--- src/rtl/sdp_pkg.sv ---
package sdp_pkg;

  localparam int RATE_W = 3;
  localparam int PAT_W  = 8;

  typedef logic [RATE_W-1:0] rate_t;
  typedef logic [2:0]        pos_t;

  // keep masks, left aligned: bit PAT_W-1 is period position 0
  function automatic logic [PAT_W-1:0] mask_x(input rate_t r);
    case (r)
      3'd0:    mask_x = 8'b1000_0000;
      3'd1:    mask_x = 8'b1000_0000;
      3'd2:    mask_x = 8'b1010_0000;
      3'd3:    mask_x = 8'b1000_0000;
      3'd4:    mask_x = 8'b1010_1000;
      3'd5:    mask_x = 8'b1001_0100;
      3'd6:    mask_x = 8'b1000_1010;
      default: mask_x = 8'b1000_1011;
    endcase
  endfunction

  function automatic logic [PAT_W-1:0] mask_y(input rate_t r);
    case (r)
      3'd0:    mask_y = 8'b1000_0000;
      3'd1:    mask_y = 8'b1100_0000;
      3'd2:    mask_y = 8'b1100_0000;
      3'd3:    mask_y = 8'b1111_0000;
      3'd4:    mask_y = 8'b1101_0000;
      3'd5:    mask_y = 8'b1110_1000;
      3'd6:    mask_y = 8'b1111_0100;
      default: mask_y = 8'b1111_0100;
    endcase
  endfunction

  // period length is code+1 information bits, so the last position equals the code
  function automatic pos_t last_pos(input rate_t r);
    last_pos = pos_t'(r);
  endfunction

  function automatic logic keep_bit(input logic [PAT_W-1:0] m, input pos_t p);
    logic [2:0] idx;
    idx = 3'(PAT_W-1) - p;
    keep_bit = m[idx];
  endfunction

endpackage

--- src/rtl/sdp_hold_buf.sv ---
module sdp_hold_buf #(
  parameter int SW    = 4,
  parameter int DEPTH = 4,
  localparam int CW   = $clog2(DEPTH+1),
  localparam int FW   = DEPTH*SW
) (
  input  logic          clk,
  input  logic          rst,
  input  logic          flush,
  input  logic          push,
  input  logic [SW-1:0] push_a,
  input  logic [SW-1:0] push_b,
  input  logic [1:0]    pop_n,
  output logic [CW-1:0] count,
  output logic [SW-1:0] head0,
  output logic [SW-1:0] head1
);

  logic [FW-1:0] flat_q, flat_d, shifted, pair_ext;
  logic [CW-1:0] count_d, base;

  assign pair_ext = FW'({push_b, push_a});
  assign base     = count - CW'(pop_n);

  always_comb begin
    shifted = flat_q >> (int'(pop_n) * SW);
    flat_d  = shifted;
    if (push) flat_d = shifted | (pair_ext << (int'(base) * SW));
    count_d = base + (push ? CW'(2) : CW'(0));
    if (flush) begin
      flat_d  = '0;
      count_d = '0;
    end
  end

  always_ff @(posedge clk) begin
    if (rst) begin
      flat_q <= '0;
      count  <= '0;
    end else begin
      flat_q <= flat_d;
      count  <= count_d;
    end
  end

  assign head0 = flat_q[SW-1:0];
  assign head1 = flat_q[2*SW-1:SW];


  no_overflow_chk: assert property (@(posedge clk) disable iff (rst)
    count <= CW'(DEPTH));

  push_room_chk: assert property (@(posedge clk) disable iff (rst)
    push |-> (count <= CW'(DEPTH-2)));

  pop_underflow_chk: assert property (@(posedge clk) disable iff (rst)
    CW'(pop_n) <= count);

endmodule

--- src/rtl/sdp_phase_seq.sv ---
module sdp_phase_seq
  import sdp_pkg::*;
(
  input  logic       clk,
  input  logic       rst,
  input  logic       restart,
  input  logic       advance,
  input  rate_t      rate,
  output logic       keep_x,
  output logic       keep_y,
  output logic [1:0] need
);

  pos_t phase;

  always_ff @(posedge clk) begin
    if (rst || restart)                   phase <= '0;
    else if (advance && phase == last_pos(rate)) phase <= '0;
    else if (advance)                     phase <= phase + pos_t'(1);
  end

  assign keep_x = keep_bit(mask_x(rate), phase);
  assign keep_y = keep_bit(mask_y(rate), phase);
  assign need   = {1'b0, keep_x} + {1'b0, keep_y};


  phase_range_chk: assert property (@(posedge clk) disable iff (rst || restart)
    phase <= last_pos(rate));

  need_nonzero_chk: assert property (@(posedge clk) disable iff (rst || restart)
    need != 2'd0);

endmodule

--- src/rtl/sdp_emit.sv ---
module sdp_emit #(
  parameter int SW = 4
) (
  input  logic          clk,
  input  logic          rst,
  input  logic          fire,
  input  logic          keep_x,
  input  logic          keep_y,
  input  logic [SW-1:0] head0,
  input  logic [SW-1:0] head1,
  output logic          out_valid,
  output logic [SW-1:0] out_x,
  output logic [SW-1:0] out_y,
  output logic          out_x_era,
  output logic          out_y_era
);

  localparam logic [SW-1:0] MID = {1'b1, {(SW-1){1'b0}}};

  logic [SW-1:0] x_d, y_d;

  always_comb begin
    if (keep_x) begin
      x_d = head0;
      y_d = keep_y ? head1 : MID;
    end else begin
      x_d = MID;
      y_d = head0;
    end
  end

  always_ff @(posedge clk) begin
    if (rst) begin
      out_valid <= 1'b0;
      out_x     <= '0;
      out_y     <= '0;
      out_x_era <= 1'b0;
      out_y_era <= 1'b0;
    end else begin
      out_valid <= fire;
      if (fire) begin
        out_x     <= x_d;
        out_y     <= y_d;
        out_x_era <= !keep_x;
        out_y_era <= !keep_y;
      end
    end
  end


  no_double_erase_chk: assert property (@(posedge clk) disable iff (rst)
    out_valid |-> !(out_x_era && out_y_era));

  erase_mid_chk: assert property (@(posedge clk) disable iff (rst)
    (out_valid && out_y_era) |-> (out_y == MID));

endmodule

--- src/rtl/soft_depuncture.sv ---
module soft_depuncture
  import sdp_pkg::*;
#(
  parameter int SW    = 4,
  parameter int DEPTH = 4
) (
  input  logic          clk,
  input  logic          rst,
  input  logic          in_valid,
  output logic          in_ready,
  input  logic [SW-1:0] in_i,
  input  logic [SW-1:0] in_q,
  input  logic [2:0]    rate_sel,
  input  logic          iq_swap,
  output logic          out_valid,
  output logic [SW-1:0] out_x,
  output logic [SW-1:0] out_y,
  output logic          out_x_era,
  output logic          out_y_era
);

  localparam int CW = $clog2(DEPTH+1);

  rate_t         rate_q;
  logic          rate_chg, push, fire, kx, ky;
  logic [1:0]    need, pop_n;
  logic [CW-1:0] count;
  logic [SW-1:0] sym_a, sym_b, head0, head1;

  always_ff @(posedge clk) rate_q <= rate_sel;

  assign rate_chg = !rst && (rate_sel != rate_q);
  assign in_ready = !rate_chg && (count <= CW'(DEPTH-2));
  assign push     = in_valid && in_ready;
  assign sym_a    = iq_swap ? in_q : in_i;
  assign sym_b    = iq_swap ? in_i : in_q;
  assign fire     = !rate_chg && (count >= CW'(need));
  assign pop_n    = fire ? need : 2'd0;

  sdp_hold_buf #(.SW(SW), .DEPTH(DEPTH)) u_buf (
    .clk(clk), .rst(rst), .flush(rate_chg), .push(push),
    .push_a(sym_a), .push_b(sym_b), .pop_n(pop_n),
    .count(count), .head0(head0), .head1(head1)
  );

  sdp_phase_seq u_seq (
    .clk(clk), .rst(rst), .restart(rate_chg), .advance(fire),
    .rate(rate_sel), .keep_x(kx), .keep_y(ky), .need(need)
  );

  sdp_emit #(.SW(SW)) u_emit (
    .clk(clk), .rst(rst), .fire(fire), .keep_x(kx), .keep_y(ky),
    .head0(head0), .head1(head1), .out_valid(out_valid),
    .out_x(out_x), .out_y(out_y), .out_x_era(out_x_era), .out_y_era(out_y_era)
  );


  rate_flush_chk: assert property (@(posedge clk) disable iff (rst)
    rate_chg |=> (count == '0 && !out_valid));

  drain_chk: assert property (@(posedge clk) disable iff (rst)
    (!rate_chg && count >= CW'(2)) |=> out_valid);

endmodule

--- config.mk ---
export PLATFORM = sky130hd
export DESIGN_NAME = soft_depuncture
export DESIGN_NICKNAME = d
export VERILOG_FILES = /design/src/rtl/sdp_pkg.sv /design/src/rtl/sdp_hold_buf.sv /design/src/rtl/sdp_phase_seq.sv /design/src/rtl/sdp_emit.sv /design/src/rtl/soft_depuncture.sv
export SDC_FILE = /design/constraint.sdc
export NUM_CORES = 1
export LEC_CHECK = 0
export BUFFER_PORTS_ARGS = -buffer_cell sky130_fd_sc_hd__buf_2
export CORE_MARGIN = 10
export CORE_UTILIZATION = 35
export CTS_CLUSTER_DIAMETER = 80
export DETAILED_ROUTE_END_ITERATION = 16
export PLACE_DENSITY = 0.53
export SLEW_MARGIN = 20
export SYNTH_ARGS = -nofsm -noshare
export SYNTH_HDL_FRONTEND = slang
export SYNTH_SLANG_ARGS = --single-unit
--- constraint.sdc ---
create_clock -name clk -period 5.11 [get_ports clk]
set_input_delay 0.2555 -clock clk [delete_from_list [all_inputs] [get_ports clk]]
set_output_delay 0.2555 -clock clk [all_outputs]
set_load 0.02 [all_outputs]
==> reports/qor.yml <==
worst_hold_path:
  holdPathStages: 1
  hp-class: "input port to register"
status:
  status: "completed"
clock_network:
  cts.sinks: 36
  cts_buffers: 5
  ctsResizeCount: 0
  cts_tree: "done"
  clkLatencyLatePin_ps: 280
  cts_hold_buf: 0
  htreeDepth: 2
  post_cts.repair.setup_buffers: 0
  cts_buffer_depth: 2
  clkTransAtPathRegs_ps: 80
  clock-root-buffer: "clkbuf_8"
grt:
  antenna_found_initial: 0
  grt_pass1_vias: 1971
  grt-ovfl-total: 0
  grt_use_total_pct: 12.05
  grt_first_pass_wirelength_um: 10030
  grt_max_degree: 20
power_and_ir_drop:
  p_sw_share_pct: 23.85
  p_leak_nw: 0.9339
  comb_power_share_pct: 10.9
  ir_drop_uv: 139.9
  powerDensity_mw_per_mm2: 249.0
  p_sw_w: 0.0001509
  p_int_w: 0.0004819
  seqPwrFrac_pct: 45.2
  power_frac_clock_pct: 43.9
floorplan:
  io_pins: 27
  dieArea_mm2: 0.01013
  core-area_mm2: 0.006350
  initial_utilization_pct: 35.84
  die_w_um: 100.6
  rows: 29
  die_h_um: 100.6
cells_and_area:
  fillers: 655
  antennaDiodeCount: 0
  final_common_cell: "dfxtp_1"
  drive_gt1_share_pct: 18.25
  area_delta_synth_final_pct: 11.65
  nets: 306
  layout_common_cells: "dfxtp_1 (36), nand2_1 (27), buf_2 (26)"
worst_setup_path:
  start_kind: "register"
  arrival_ps: 4870
  worst-path-max-fanout: 12
  reg2regPathDepth: 15
  crit_type: "register to register"
  required_ps: 5300
  endpoint_kind: "register"
logic_synthesis:
  yosysWarnings: 0
  synthXorXnorAreaFrac_pct: 6.212
  synth-adder-area-share_pct: 4.178
  synth_cell_types: 54
  ys.flop_type: "dfxtp_1"
  syn_avg_cell_area_um2: 8.524
  synth_top_family_by_area: "compound AO/OA/AOI/OAI gates"
  synthArstFlopShare_pct: 0
  synth-compound-area-share_pct: 22.70
  ys_seq_area_share_pct: 31.67
  synth.cell_area_mm2: 0.002276
  synthMuxAreaShare_pct: 7.367
  synth-seq-cells: 36
  synthSimpleGateAreaFrac_pct: 22.05
  syn_nets: 289
  synth-edff-count: 0
  synth_cells: 267
run:
  cap_violations: 0
detailed_routing:
  drt_pass1_iterations: 5
  via_per_inst: 5.657
  dr_total_vias: 2048
  drc: 0
  antenna_left: 0
  drt_wl_total_um: 6147
  wl_per_cell_um: 16.98
  drt_iter0_drc: 240
timing:
  fmax_mhz: 213.5
  drv_slew: 0
  setup_viol: 0
  skew_ps: 4.122
  hold_viol: 0
  max_slew_margin_pct: 41.24
  fin_tns_setup_ps: 0
  period_needed_ps: 4683
  fin_crit_sh_pct: 91.64
  setup_ws_ps: 427.2
  rsz0062_at_grt: "no"
  tightest_slew_ps: 876.2
  hold-worst-slack_ps: 218.3
place:
  dp_hpwl_um: 4560
  portBuffers: 26
  dp_slack_ps: 553.5
  gp_congestion: 0.8583
worst max-delay path, stage by stage (launching register included):
cell and delay (ps):
dfxtp_1 580, xor2_1 110, and4b_1 220, o31ai_1 280, nand2_1 220, ha_1 370, ha_1 270, nand2b_1 150
a211o_1 440, and3_1 250, ha_1 190, fa_1 390, and3b_1 280, and2_1 410, nand4_1 180, a41oi_1 250
per-layer routing:
layer	vias up	part of all wire, %	global-route usage, %
li1	1028	-	-
met1	958	48	16.83
met2	58	45	18.03
met3	4	5.4	2.263
met4	0	1.1	3.913
met5	-	0	0
area by class of cell:
class / instances / area (um^2) / area share (%)
timing repair buffer: 29 / 152.6 / 6.007
clock inverter: 1 / 30.03 / 1.182
multi-input combinational: 206 / 1423 / 55.98
tap: 77 / 96.34 / 3.791
clock buffer: 7 / 96.34 / 3.791
inverter: 6 / 22.52 / 0.8863
sequential: 36 / 720.7 / 28.36
Yosys cell counts (5+ instances only):
cell type   n  share of area [%]
nor3_1      5                1.1
dfxtp_1    36                 32
buf_2       7                1.5
nand3_1    13                2.9
o211ai_1    5                1.6
ha_1        6                3.3
a211oi_1    6                2.0
nand4_1     8                2.2
xnor2_1     5                1.9
o21ai_0    11                2.4
a21oi_1    14                3.1
mux2i_1    10                4.4
nor2b_1     7                1.9
nand2_1    27                4.5
a41oi_1     6                2.3
nor2_1     18                3.0
clkbuf_1    7                1.2
mux2_2      6                3.0
path summary, 6_finish.rpt:
check,slack [ps],from,end
setup reg to reg,430,u_seq.phase[1],u_buf.flat_q[0]
setup / recovery,430,u_seq.phase[1],u_buf.flat_q[0]
hold reg to reg,450,u_emit.out_x[1],u_emit.out_x[1]
hold / removal,220,rate_sel[2],rate_q[2]
state kept, by name, summed over array words and instances, names as in the netlist:
register          cells
u_buf.count           3
u_buf.flat_q         16
u_emit.out_y          4
u_emit.out_y_era      1
u_emit.out_x_era      1
u_seq.phase           3
u_emit.out_valid      1
rate_q                3
u_emit.out_x          4
through the flow:
| stage | total power, W | cells | util, % | cell area (um^2) |
|---|---|---|---|---|
| after floorplan | 0.0003435 | 267 | - | 2276 |
| after global placement | 0.0003612 | 354 | 38.03 | 2415 |
| after detailed placement | 0.0003604 | 354 | 38.03 | 2415 |
| after CTS | 0.0006395 | 362 | 40.02 | 2541 |
| after global routing | 0.0006597 | 362 | 40.02 | 2541 |
| final | 0.0006328 | 362 | 40.02 | 2541 |
cell families (layout without fill, tap and decap cells):
family                     after synthesis  count (layout)
xor gates and xnor gates                11              11
adders and majority gates                7               7
muxes                                   16              16
buffers and inverters                   25              43
DFF                                     36              36
AOI/OAI and AO/OA                       72              72
and+or+nand+nor                        100             100
power groups by stage:
stage	combinational (W)	sequential, W	clock (W)
after CTS	0.0000685	0.000286	0.000285
after global routing	0.0000752	0.000286	0.000298
after floorplan	0.0000516	0.000292	0
after global placement	0.0000690	0.000292	0
final	0.0000690	0.000286	0.000278
after detailed placement	0.0000680	0.000292	0
No activity file was read; power rests on OpenSTA's default activity.
